<file path="config.mk">
export PLATFORM = sky130hd
export DESIGN_NAME = omsg_err_ctrl
export DESIGN_NICKNAME = d
export VERILOG_FILES = /design/src/rtl/omsg_err_pkg.sv /design/src/rtl/omsg_err_sticky.sv /design/src/rtl/omsg_err_engine.sv /design/src/rtl/omsg_err_gate.sv /design/src/rtl/omsg_err_ctrl.sv
export SDC_FILE = /design/constraint.sdc
export NUM_CORES = 1
export LEC_CHECK = 0
export ABC_AREA = 1
export BUFFER_PORTS_ARGS = -buffer_cell sky130_fd_sc_hd__buf_2
export CAP_MARGIN = 40
export CORE_AREA = 2 2 39 41
export DETAILED_ROUTE_END_ITERATION = 16
export DIE_AREA = 0 0 41 43
export MAX_ROUTING_LAYER = met4
export PLACE_DENSITY = 0.68
export SYNTH_ARGS = -nofsm -noshare
export SYNTH_HDL_FRONTEND = slang
export SYNTH_SLANG_ARGS = --single-unit
</file>
<file path="constraint.sdc">
create_clock -name clk -period 2.4 [get_ports clk]
set_input_delay 0.48 -clock clk [delete_from_list [all_inputs] [get_ports clk]]
set_output_delay 0.48 -clock clk [all_outputs]
set_load 0.005 [all_outputs]
</file>
<file path="src/rtl/omsg_err_pkg.sv">
// Shared constants for the outbound message error status controller.
// Assumes the register data width is at least ERR_LSB + NUM_ERR bits.
package omsg_err_pkg;
    localparam int NUM_ERR  = 4;
    localparam int MODE_EN  = 0;
    localparam int MODE_IE  = 1;
    localparam int STAT_BSY = 0;
    localparam int ERR_LSB  = 1;
    localparam int ERR_MEM  = 3;   // index of internal memory error in the error vector

    typedef enum logic {
        SEL_MODE = 1'b0,
        SEL_STAT = 1'b1
    } reg_sel_e;
endpackage

</file>
<file path="src/rtl/omsg_err_sticky.sv">
// Bank of sticky error bits: each sets on its event and clears on a
// write-one-to-clear strobe. A set and a clear in the same cycle leave the bit set.
module omsg_err_sticky #(
    parameter int N = 4
) (
    input  logic         clk,
    input  logic         rst_n,
    input  logic [N-1:0] set_i,
    input  logic [N-1:0] clr_i,
    output logic [N-1:0] q_o
);
    for (genvar i = 0; i < N; i++) begin : g_bit
        // One sticky bit; set has priority over clear.
        always_ff @(posedge clk) begin
            if (!rst_n)        q_o[i] <= 1'b0;
            else if (set_i[i]) q_o[i] <= 1'b1;
            else if (clr_i[i]) q_o[i] <= 1'b0;
        end
    end
endmodule

</file>
<file path="src/rtl/omsg_err_engine.sv">
// Mode register and operation tracker. It accepts a start only when the
// engine is enabled, no error is latched and no operation is running.
// Busy is released only by op_done, so an error lets the current message finish.
module omsg_err_engine (
    input  logic clk,
    input  logic rst_n,
    input  logic wr_mode,
    input  logic wd_en,
    input  logic wd_ie,
    input  logic start_req,
    input  logic op_done,
    input  logic err_any,
    output logic en_o,
    output logic ie_o,
    output logic busy_o,
    output logic ack_o
);
    // Start acceptance condition.
    always_comb ack_o = start_req && en_o && !err_any && !busy_o;

    // Mode register bits.
    always_ff @(posedge clk) begin
        if (!rst_n) begin
            en_o <= 1'b0;
            ie_o <= 1'b0;
        end else if (wr_mode) begin
            en_o <= wd_en;
            ie_o <= wd_ie;
        end
    end

    // Operation busy flag.
    always_ff @(posedge clk) begin
        if (!rst_n)       busy_o <= 1'b0;
        else if (ack_o)   busy_o <= 1'b1;
        else if (op_done) busy_o <= 1'b0;
    end
endmodule

</file>
<file path="src/rtl/omsg_err_gate.sv">
// Traffic gate for internal memory errors. Read data and segments are
// blocked in the fault cycle. They stay blocked for the rest of the
// operation (if the fault came while busy) until op_done.
module omsg_err_gate (
    input  logic clk,
    input  logic rst_n,
    input  logic busy,
    input  logic op_done,
    input  logic mem_err,
    input  logic rd_valid,
    input  logic seg_valid,
    output logic rd_fwd,
    output logic seg_send,
    output logic drop_q
);
    logic drop_now;

    // Blocking applies in the fault cycle itself and while the flag is held.
    always_comb begin
        drop_now = drop_q || mem_err;
        rd_fwd   = rd_valid && !drop_now;
        seg_send = seg_valid && !drop_now;
    end

    // Suppression flag, ended by completion of the operation.
    always_ff @(posedge clk) begin
        if (!rst_n)                 drop_q <= 1'b0;
        else if (op_done)           drop_q <= 1'b0;
        else if (mem_err && busy)   drop_q <= 1'b1;
    end
endmodule

</file>
<file path="src/rtl/omsg_err_ctrl.sv">
// Outbound message error status controller, top level.
// Connects the sticky error bank, the mode and busy tracker and the traffic gate,
// and drives the register read mux and the shared interrupt.
// Assumes DW >= ERR_LSB + NUM_ERR and one register access per cycle.
module omsg_err_ctrl #(
    parameter int DW = 8
) (
    input  logic          clk,
    input  logic          rst_n,
    input  logic          reg_wr,
    input  logic          reg_sel,
    input  logic [DW-1:0] reg_wdata,
    output logic [DW-1:0] reg_rdata,
    input  logic          start_req,
    output logic          start_ack,
    input  logic          op_done,
    input  logic          ev_err_resp,
    input  logic          ev_resp_timeout,
    input  logic          ev_retry_limit,
    input  logic          ev_mem_err,
    input  logic          rd_data_valid,
    output logic          rd_data_fwd,
    input  logic          seg_valid,
    output logic          seg_send,
    output logic          op_busy,
    output logic          err_irq
);
    import omsg_err_pkg::*;

    localparam int ERR_MSB = ERR_LSB + NUM_ERR - 1;

    logic [NUM_ERR-1:0] ev_vec;
    logic [NUM_ERR-1:0] clr_vec;
    logic [NUM_ERR-1:0] err_q;
    logic               wr_mode, wr_stat;
    logic               en, ie, drop_q;

    // Decode the register write strobes and collect the event pulses.
    always_comb begin
        wr_mode = reg_wr && (reg_sel_e'(reg_sel) == SEL_MODE);
        wr_stat = reg_wr && (reg_sel_e'(reg_sel) == SEL_STAT);
        clr_vec = wr_stat ? reg_wdata[ERR_MSB:ERR_LSB] : '0;
        ev_vec  = {ev_mem_err, ev_retry_limit, ev_resp_timeout, ev_err_resp};
    end

    omsg_err_sticky #(.N(NUM_ERR)) u_sticky (
        .clk   (clk),
        .rst_n (rst_n),
        .set_i (ev_vec),
        .clr_i (clr_vec),
        .q_o   (err_q)
    );

    omsg_err_engine u_engine (
        .clk       (clk),
        .rst_n     (rst_n),
        .wr_mode   (wr_mode),
        .wd_en     (reg_wdata[MODE_EN]),
        .wd_ie     (reg_wdata[MODE_IE]),
        .start_req (start_req),
        .op_done   (op_done),
        .err_any   (|err_q),
        .en_o      (en),
        .ie_o      (ie),
        .busy_o    (op_busy),
        .ack_o     (start_ack)
    );

    omsg_err_gate u_gate (
        .clk       (clk),
        .rst_n     (rst_n),
        .busy      (op_busy),
        .op_done   (op_done),
        .mem_err   (ev_vec[ERR_MEM]),
        .rd_valid  (rd_data_valid),
        .seg_valid (seg_valid),
        .rd_fwd    (rd_data_fwd),
        .seg_send  (seg_send),
        .drop_q    (drop_q)
    );

    // Register read mux and shared interrupt.
    always_comb begin
        reg_rdata = '0;
        if (reg_sel_e'(reg_sel) == SEL_MODE) begin
            reg_rdata[MODE_EN] = en;
            reg_rdata[MODE_IE] = ie;
        end else begin
            reg_rdata[STAT_BSY]        = op_busy;
            reg_rdata[ERR_MSB:ERR_LSB] = err_q;
        end
        err_irq = ie && (|err_q);
    end
endmodule

</file>
# == After elaboration in Yosys (flattened, before gate mapping) ==
# Cells that the tools add are included.
# classes
bitwise_logic,2
muxes,13
n_reduce_logical,20
# ops
operator,n
$mux 1,10
$reduce_bool 2->1,5
$logic_and 1x1->1,9
$mux 4,1
$reduce_or 4->1,1
$logic_not 1->1,3
$mux 3,1
$mux 2,1
$not 1->1,2
$reduce_or 2->1,1
$logic_or 1x1->1,1
# totals
regBits,8
output_inout_bits,13

# == Depth between registers and ports, before layout ==
# logic_depth
ltp_word,5
mapped_depth,6

# == Modules after synthesis ==
# A second synthesis with hierarchy kept.
# hier_totals
hier_cells,83
area_unflattened_um2,488.0
# by_module_without_submodules
module,n_inst,cells_each,area_per_inst_um2,seq_area_each_um2
omsg_err_ctrl,1,32,150.1,0.0
omsg_err_sticky,1,21,148.9,80.1
omsg_err_engine,1,19,127.6,60.1
omsg_err_gate,1,11,61.3,20.0

# == Least setup slack after synthesis ==
# Ideal clock, no wire load.
# synth_path
path_type,input -> output
startpoint,input ev_mem_err
endpoint,output rd_data_fwd
cell_stages,2
path_buffers,0
t_required_ns,1.920
slack_ns,1.044
arrival_time_ns,0.876
path_cell_list,or2_2 nor2_1
# synth_between
elab_chain_cells,3
# synth_lines
item,line,rtl
"start, declared",omsg_err_ctrl.sv:20,"input logic ev_mem_err,"
$logic_or 1x1->1,omsg_err_gate.sv:20,drop_now = drop_q || mem_err;
$logic_not 1->1,omsg_err_gate.sv:21,rd_fwd = rd_valid && !drop_now;
$logic_and 1x1->1,omsg_err_gate.sv:21,
"end, declared",omsg_err_ctrl.sv:22,"output logic rd_data_fwd,"
# Every way passes these cells.

# == Worst setup path after layout ==
# layout_path
startpoint,input ev_mem_err
endpoint,output seg_send
# layout_between
elab_chain_cells,3
# layout_lines
item,line,rtl
$logic_or 1x1->1,omsg_err_gate.sv:20,
$logic_not 1->1,omsg_err_gate.sv:22,seg_send = seg_valid && !drop_now;
$logic_and 1x1->1,omsg_err_gate.sv:22,
"end, declared",omsg_err_ctrl.sv:24,"output logic seg_send,"
# Every way passes these cells.

==> metrics.cfg <==
[route]
routed_wl_um=929
route.detailed.wl_per_inst_um=8.68
antenna_left=0
dr_total_vias=469
viasPerCell=4.38
drtIter0Drc=4
firstDrtPassIters=2
drt_drc_violations_left=0

[synth]
synth_compound_area_share_pct=11.6
avgSynthCellArea_um2=6.73
synth_warnings=0
ys_ff_latch=8
seq_area_frac_synth_pct=37.2
synthCells=64
synth_area_leaders=dfxtp_1, nor2_1, nand2_1
yosys_most_used_dff=dfxtp_1
synth_top_area_share_pct=37.2
synth-async-reset-ratio_pct=0
syn_area_um2=430
synth_area_leader_cell=dfxtp_1
synth-xor-area-share_pct=0
ys_types=16
muxShareOfSynthArea_pct=0
synth_fa_ha_area_share_pct=0
synthSimpleGateAreaFrac_pct=32.8
synth_top_family_by_area=simple AND/OR/NAND/NOR gates
synth-edff-count=0

[clock_network]
cts-resized-gates=0
postCtsSetupRepairBufs=0
cts_max_level=1
clk_pin_slew_ns=0.05
clockBufferDepth=2
cts.sinks=8
ctsHoldBuffers=0
cts_tree=yes
numCtsBuffers=3
ctsRootBufferMaster=clkbuf_4
clk_latency_ns=0.26

[place]
dp_hpwl_um=763
place_area_um2=554
place.gp.congestion=0.766
dp_cells=104
port_buffers=26

[grt]
grt_pass1_wl_mm=1.49
grt_overflow_total=0
grt-busiest-layer=met1
met1_usage_pct=17.2
antenna_found_initial=0
grt_usage_pct=13.1
use_met3_pct=3.14
grt_max_degree=11
grt_pass1_vias=379
grtUsageMet2_pct=16.6

[setup_path]
cp.arrival_ns=1.08
start_kind=input pin
reg2reg_depth=5
cp-end-kind=primary output
r2r_slack_ns=1.62
r2r-end=u_engine.busy_o
crit_fanout=3
r2r-start=u_sticky.q_o[3]
crit_required_ns=1.92
critPathKind=in -> out

[hold_path]
hold_class=in -> reg
min_from=op_done
hold_path_depth=2
min_to=u_gate.drop_q

[final_layout]
fin_cells=107
drive_gt1_share_pct=39.6
final_area_um2=577
finalNetCount=113
final_util_pct=41.7
area_growth_pct=34.0
insertedDiodeCount=0

[die]
die_w_um=41
dieHeight_um=43
dieArea_mm2=0.00176
core_mm2=0.00138
start_util_pct=31.1
num_rows=14
ioPinCount=33

[run]
drv_cap=0

[power]
peakVddDrop_mv=0.206
power.density_mw_per_mm2=527
p_leak_nw=0.332

[timing]
fmaxAchievable_mhz=642
rsz0062_at_grt=false
final.period_utilization_pct=64.9
finClkSkew_ns=0.00339
setup_tns_ns=0
setup_violations=0
holdWs_ns=0.401
slew_viol_final=0
hold_viol=0
post-route-min-period_ns=1.56

[run_status]
outcome=completed

how the worst max path moves through the flow:
stage	startpoint	end	slack [ns]	cells past startpoint
after floorplan	ev_mem_err	rd_data_fwd	1.04	2
after global placement	ev_mem_err	rd_data_fwd	0.84	4
after detailed placement	ev_mem_err	rd_data_fwd	0.84	4
after CTS	ev_mem_err	rd_data_fwd	0.84	4
after global routing	ev_mem_err	seg_send	0.80	4
final	ev_mem_err	seg_send	0.84	4
flip-flops by register name (all words and copies together) (netlist names):
register / cells
u_engine.busy_o: 1
u_engine.en_o: 1
u_engine.ie_o: 1
u_gate.drop_q: 1
u_sticky.q_o: 4
per-stage QoR:
step	setup WS (ns)	power, W
6_report	0.843	0.000304
5_1_grt	0.803	0.000325
4_1_cts	0.835	0.000311
3_5_place_dp	0.836	0.000204
3_3_place_gp	0.842	0.000202
2_1_floorplan	1.04	0.000182
cells in the mapped netlist, types with 3 or more instances:
master and number:
nor2_1 11, dfxtp_1 8, nor2_2 3, inv_1 8, a21oi_1 6, nand2_1 9
o21ai_0 4, buf_4 3, nand3_1 5
critical path, stage by stage:
cell    delay, ns
buf_2        0.11
or2_2        0.30
nor2_1       0.08
buf_2        0.11
cell type report:
type,instances,area [um2]
Tap cell,16,20.0
Timing Repair Buffer,26,130
Inverter,10,41.3
Fill cell,157,807
Sequential cell,8,160
Clock buffer,3,22.5
Multi-Input combinational cell,44,203
cell usage in the layout, fill, tap and decap left out, types with 4 or more instances in the layout:
cell type and instances:
a21oi_1 6, nand3_1 5, nor2_1 11, nand2_1 9, dfxtp_1 8, buf_2 26, o21ai_0 4, inv_1 8
routing by layer:
| layer | vias to the layer above | part of all wire [%] |
|---|---|---|
| met5 | - | 0 |
| met4 | 0 | 3.3 |
| met3 | 4 | 9.9 |
| met2 | 26 | 41 |
| met1 | 190 | 46 |
| li1 | 249 | - |
logic make-up after synthesis:
| kind of cell | after synthesis |
|---|---|
| AOI/OAI and AO/OA | 10 |
| buffers and inverters | 14 |
| DFF | 8 |
| other | 1 |
| and+or+nand+nor | 31 |
power breakdown:
group | total [W] | internal (W) | switching [W]
sequential | 0.000147 | 0.000140 | 0.00000627
clock | 0.000103 | 0.0000573 | 0.0000462
combinational | 0.0000540 | 0.0000259 | 0.0000281
Note: power is estimated with default switching activity, not from simulation.
